## src/rtl/lpseq_pkg.sv

```systemverilog
package lpseq_pkg;
  typedef enum logic [2:0] {
    ST_IDLE, ST_ENT_RATIO, ST_ENT_VID, ST_LOW, ST_EXI_VID, ST_EXI_RATIO
  } lpseq_state_e;
endpackage

```

## src/rtl/lpseq_entry_gate.sv

```systemverilog
module lpseq_entry_gate #(
  parameter int NCORES = 4
) (
  input  logic [NCORES-1:0] core_halted_i,
  input  logic              xhalt_en_i,
  input  logic              break_i,
  output logic              enter_o
);
  logic [NCORES:0] chain;
  assign chain[0] = 1'b1;
  for (genvar g = 0; g < NCORES; g++) begin : g_and
    assign chain[g+1] = chain[g] & core_halted_i[g];
  end
  assign enter_o = chain[NCORES] & xhalt_en_i & ~break_i;

  always_comb begin
    if (enter_o) a_gate_r1 : assert (&core_halted_i);
  end
endmodule

```

## src/rtl/lpseq_level_store.sv

```systemverilog
module lpseq_level_store #(
  parameter int RW = 6,
  parameter int VW = 7
) (
  input  logic          clk_i,
  input  logic          rst_ni,
  input  logic          cap_i,
  input  logic [RW-1:0] ratio_i,
  input  logic [VW-1:0] vid_i,
  output logic [RW-1:0] ratio_o,
  output logic [VW-1:0] vid_o
);
  always_ff @(posedge clk_i or negedge rst_ni) begin
    if (!rst_ni) begin
      ratio_o <= '0;
      vid_o   <= '0;
    end else if (cap_i) begin
      ratio_o <= ratio_i;
      vid_o   <= vid_i;
    end
  end

  p_hold_r1 : assert property (@(posedge clk_i) disable iff (!rst_ni)
    !cap_i |=> $stable(ratio_o) && $stable(vid_o));
endmodule

```

## src/rtl/lpseq_sequencer.sv

```systemverilog
module lpseq_sequencer
  import lpseq_pkg::*;
#(
  parameter int           NCORES    = 4,
  parameter int           RW        = 6,
  parameter int           VW        = 7,
  parameter logic [RW-1:0] LOW_RATIO = 6'd6,
  parameter logic [VW-1:0] LOW_VID   = 7'h20,
  parameter logic [1:0]   BUS_SEL   = 2'd1
) (
  input  logic              clk_i,
  input  logic              rst_ni,
  input  logic [NCORES-1:0] core_halted_i,
  input  logic              xhalt_en_i,
  input  logic              break_i,
  input  logic [RW-1:0]     cur_ratio_i,
  input  logic [VW-1:0]     cur_vid_i,
  input  logic              ratio_ack_i,
  input  logic              vid_ack_i,
  input  logic              snoop_req_i,
  output logic              ratio_req_o,
  output logic [RW-1:0]     ratio_val_o,
  output logic              vid_req_o,
  output logic [VW-1:0]     vid_val_o,
  output logic              busy_o,
  output logic              in_xhalt_o,
  output logic              snoop_ack_o,
  output logic [1:0]        bus_sel_o
);
  lpseq_state_e state_q, state_d;
  logic          enter;
  logic          brk_pend_q;
  logic [RW-1:0] sv_ratio;
  logic [VW-1:0] sv_vid;
  logic          cap;

  lpseq_entry_gate #(.NCORES(NCORES)) u_gate (
    .core_halted_i(core_halted_i), .xhalt_en_i(xhalt_en_i),
    .break_i(break_i), .enter_o(enter)
  );

  assign cap = (state_q == ST_IDLE) && enter;

  lpseq_level_store #(.RW(RW), .VW(VW)) u_store (
    .clk_i(clk_i), .rst_ni(rst_ni), .cap_i(cap),
    .ratio_i(cur_ratio_i), .vid_i(cur_vid_i),
    .ratio_o(sv_ratio), .vid_o(sv_vid)
  );

  // break seen during entry, including the acking cycle
  logic brk_seen;
  assign brk_seen = brk_pend_q | break_i;

  always_comb begin
    state_d = state_q;
    unique case (state_q)
      ST_IDLE:      if (enter) state_d = ST_ENT_RATIO;
      ST_ENT_RATIO: if (ratio_ack_i) state_d = brk_seen ? ST_EXI_RATIO : ST_ENT_VID;
      ST_ENT_VID:   if (vid_ack_i) state_d = brk_seen ? ST_EXI_VID : ST_LOW;
      ST_LOW:       if (break_i) state_d = ST_EXI_VID;
      ST_EXI_VID:   if (vid_ack_i) state_d = ST_EXI_RATIO;
      ST_EXI_RATIO: if (ratio_ack_i) state_d = ST_IDLE;
      default:      state_d = ST_IDLE;
    endcase
  end

  always_ff @(posedge clk_i or negedge rst_ni) begin
    if (!rst_ni) begin
      state_q     <= ST_IDLE;
      brk_pend_q  <= 1'b0;
      snoop_ack_o <= 1'b0;
    end else begin
      state_q     <= state_d;
      snoop_ack_o <= snoop_req_i;
      if (state_q == ST_ENT_RATIO || state_q == ST_ENT_VID)
        brk_pend_q <= brk_seen;
      else
        brk_pend_q <= 1'b0;
    end
  end

  assign ratio_req_o = (state_q == ST_ENT_RATIO) || (state_q == ST_EXI_RATIO);
  assign vid_req_o   = (state_q == ST_ENT_VID)   || (state_q == ST_EXI_VID);
  assign ratio_val_o = (state_q == ST_EXI_RATIO) ? sv_ratio : LOW_RATIO;
  assign vid_val_o   = (state_q == ST_EXI_VID)   ? sv_vid   : LOW_VID;
  assign busy_o      = (state_q != ST_IDLE);
  assign in_xhalt_o  = (state_q == ST_LOW);
  assign bus_sel_o   = BUS_SEL;

  p_gate_r2 : assert property (@(posedge clk_i) disable iff (!rst_ni)
    $rose(busy_o) |-> $past(&core_halted_i && xhalt_en_i));
  p_req_excl_r3 : assert property (@(posedge clk_i) disable iff (!rst_ni)
    !(ratio_req_o && vid_req_o));
  p_vid_after_ratio_r3 : assert property (@(posedge clk_i) disable iff (!rst_ni)
    $rose(vid_req_o) && !$past(in_xhalt_o) |-> $past(ratio_req_o && ratio_ack_i));
  p_exit_order_r4 : assert property (@(posedge clk_i) disable iff (!rst_ni)
    in_xhalt_o && break_i |=> vid_req_o && !ratio_req_o);
  p_req_hold_r5 : assert property (@(posedge clk_i) disable iff (!rst_ni)
    ratio_req_o && !ratio_ack_i |=> ratio_req_o);
  p_busy_hold_r8 : assert property (@(posedge clk_i) disable iff (!rst_ni)
    busy_o && !(ratio_req_o && ratio_ack_i) |=> busy_o);
  p_snoop_r9 : assert property (@(posedge clk_i) disable iff (!rst_ni)
    snoop_req_i |=> snoop_ack_o);
endmodule

```

## config.mk

```make
export PLATFORM = sky130hd
export DESIGN_NAME = lpseq_sequencer
export DESIGN_NICKNAME = d
export VERILOG_FILES = /design/src/rtl/lpseq_pkg.sv /design/src/rtl/lpseq_entry_gate.sv /design/src/rtl/lpseq_level_store.sv /design/src/rtl/lpseq_sequencer.sv
export SDC_FILE = /design/constraint.sdc
export NUM_CORES = 1
export LEC_CHECK = 0
export BUFFER_PORTS_ARGS = -buffer_cell sky130_fd_sc_hd__buf_2
export CAP_MARGIN = 20
export CORE_MARGIN = 8
export CORE_UTILIZATION = 50
export CTS_CLUSTER_DIAMETER = 150
export DETAILED_ROUTE_END_ITERATION = 12
export GPL_TIMING_DRIVEN = 1
export PLACE_DENSITY_LB_ADDON = 0.05
export SETUP_SLACK_MARGIN = 0.3
export SYNTH_ARGS = -nofsm -noshare
export SYNTH_HDL_FRONTEND = slang
export SYNTH_SLANG_ARGS = --single-unit
export TNS_END_PERCENT = 100
```

## constraint.sdc

```tcl
create_clock -name clk_i -period 3 [get_ports clk_i]
set_clock_uncertainty 0.05 [all_clocks]
set_input_delay 0.6 -clock clk_i [delete_from_list [all_inputs] [get_ports clk_i]]
set_output_delay 0.6 -clock clk_i [all_outputs]
set_load 0.02 [all_outputs]
```

==> results.json <==
{
  "power_mw": 0.989,
  "period_minus_slack_ns": 2.47,
  "rrSetupSlack_ns": 1.11,
  "ys_types": 35,
  "cap_viol_max_count": 0,
  "slew_viol_final": 0,
  "rsz0062_at_grt": "no",
  "grt_start_max_net_pins": 19,
  "synth_cells": 90,
  "worstPathArrival_ns": 1.82,
  "ant_nets": 0,
  "synthArstFlopShare_pct": 100,
  "min_path_type": "in -> async",
  "start_kind": "flop",
  "area_growth_pct": 21.0,
  "antenna_cells": 0,
  "htreeDepth": 1,
  "drt_iter0_markers": 9,
  "die_w_um": 61.4,
  "antenna_found_initial": 0,
  "path_max_fanout": 15,
  "cts_buffers": 3,
  "vias": 783,
  "synth_edf_count": 0,
  "pre_cts_ws_ns": 0.774,
  "die_height_um": 61.4,
  "clock_latency_ns": 0.29,
  "post_cts_buffers": 0,
  "synth_seq_cells": 18,
  "multiInputGateArea_um2": 528,
  "post-synth-top-count-cell": "dfrtp_1",
  "powerDensity_nw_per_um2": 793,
  "ctsHoldBuffers": 0,
  "yosys_warnings": 0,
  "fin_setup_tns_ns": 0,
  "wire_per_inst_um": 14.4,
  "grt_pass1_wl_um": 3590,
  "root_buffer": "clkbuf_4",
  "hpwl_um": 1710,
  "gp_routability_congestion": 0.736,
  "syn_nets": 114,
  "syn_avg_cell_area_um2": 11.5,
  "drc": 0,
  "routed_wirelength_um": 2220,
  "status": "completed",
  "ys_seq_area_share_pct": 43.7,
  "cts.reportedPaths.clkPinSlew_ns": 0.10,
  "synth_flop_cell": "dfrtp_1",
  "crit_required_ns": 2.35,
  "ff_latch_area_um2": 450,
  "fillCellCount": 186,
  "ir_drop_mv": 0.438,
  "start_util_pct": 52.6,
  "vias_per_cell": 5.08,
  "critPathCaptureType": "primary output",
  "clock.fmax_mhz": 405,
  "overflow": 0,
  "io_pins": 44,
  "grt.total_usage_pct": 12.7,
  "core_um2": 1960,
  "yosys-top-cells-area": "dfrtp_1 (44%), mux2_4 (15%), and2_1 (4.2%), mux2_2 (3.3%), and3_1 (2.4%)",
  "fin_cells": 154,
  "leakage_nw": 0.672,
  "clock_path_buffers": 2,
  "drive_above_1_share_pct": 48.8,
  "synth_common_cells": "dfrtp_1 (18), mux2_4 (10), and2_1 (7)",
  "rows": 16,
  "io_buffer_count": 41,
  "setup_violations": 0,
  "hold_viol_final": 0,
  "placedCellCount": 151,
  "first_pass_iters": 2,
  "finalCritPeriodShare_pct": 82.4,
  "syn-cell-area_um2": 1030,
  "tritoncts": "yes",
  "setup_slack_ns": 0.529,
  "yosysTopAreaCellShare_pct": 43.7,
  "reg2reg_depth": 3,
  "path_class": "reg -> out",
  "final_util_pct": 63.6,
  "synth_top_area_cell": "dfrtp_1",
  "clock_sinks": 18,
  "fin_nets": 153,
  "die_area_um2": 3770,
  "grt_pass1_vias": 798
}
cell type report:
class                      count  area share [%]
sequential                    18            36.1
clock buffer                   3            1.81
multi-input combinational     63            42.3
tap                           27            2.71
timing repair buffer          41            16.4
inverter                       2           0.602
cell families after synthesis:
| logic type | synth area share (%) |
|---|---|
| other | 0.728 |
| AO/OA/AOI/OAI | 8.13 |
| multiplexers | 18.8 |
| buffers and inverters | 5.58 |
| AND/OR/NAND/NOR | 21.4 |
| XOR/XNOR | 1.70 |
| flip-flops | 43.7 |
report_power, final:
group	total (mW)	switching (mW)	internal, mW
logic	0.450	0.223	0.227
registers	0.424	0.109	0.315
clock network	0.115	0.0687	0.0466
total	0.989	0.400	0.589
metrics by stage:
step | instance area [um^2] | hold slack (ns)
finish | 1250 | 0.175
global route | 1250 | 0.187
CTS | 1240 | 0.171
detailed placement | 1220 | 0.441
global placement | 1220 | 0.430
floorplan | 1030 | 0.254
routing by layer:
metal	GRT usage, %	up-vias	share of wire, %
met3	6.05	0	8.2
met5	0	-	0
met1	13.8	378	39
li1	-	384	-
met4	1.95	0	0
met2	22.2	21	53
timing repair:
item                       CTS  global route
gates resized for setup      0             1
hold endpoints to repair     0             0
setup endpoints to repair    0             7
critical path, cell delays in order, from the launching register on:
cell     delay, ns
dfrtp_1       0.66
nor2b_1       0.48
and3_1        0.23
buf_2         0.16
placed cells by master (no fill, tap or decap), types with 2 or more instances in the layout:
cell type | synthesis | final
nand2_1 | 4 | 4
nand3b_1 | 2 | 2
xnor2_1 | 2 | 2
nor2_1 | 3 | 3
a21oi_1 | 2 | 2
buf_2 | 0 | 41
mux2_2 | 3 | 3
and3_1 | 4 | 4
inv_1 | 2 | 2
nor2b_1 | 3 | 3
conb_1 | 2 | 2
clkbuf_4 | 0 | 3
o21ai_0 | 2 | 2
nand2b_1 | 2 | 2
dfrtp_1 | 18 | 18
mux2_4 | 10 | 10
and2_1 | 7 | 7
flip-flops by register name, summed over array words and instances (netlist names):
name and cells:
u_store.vid_o 7, u_store.ratio_o 6, state_q 3, brk_pend_q 1, snoop_ack_o 1
final timing paths:
kind / endpoint / from
hold reg to reg: u_store.ratio_o[1]$_DFFE_PN0P_ / u_store.ratio_o[1]$_DFFE_PN0P_
min in group clk_i: snoop_ack_o$_DFF_PN0_ / snoop_req_i
max in group asynchronous: u_store.ratio_o[4]$_DFFE_PN0P_ / rst_ni
setup reg to reg: u_store.ratio_o[0]$_DFFE_PN0P_ / state_q[2]$_DFFE_PN0P_
hold / removal: u_store.vid_o[0]$_DFFE_PN0P_ / rst_ni
setup / recovery: ratio_val_o[4] / state_q[0]$_DFFE_PN0P_
Note: power is estimated with default switching activity, not from simulation.
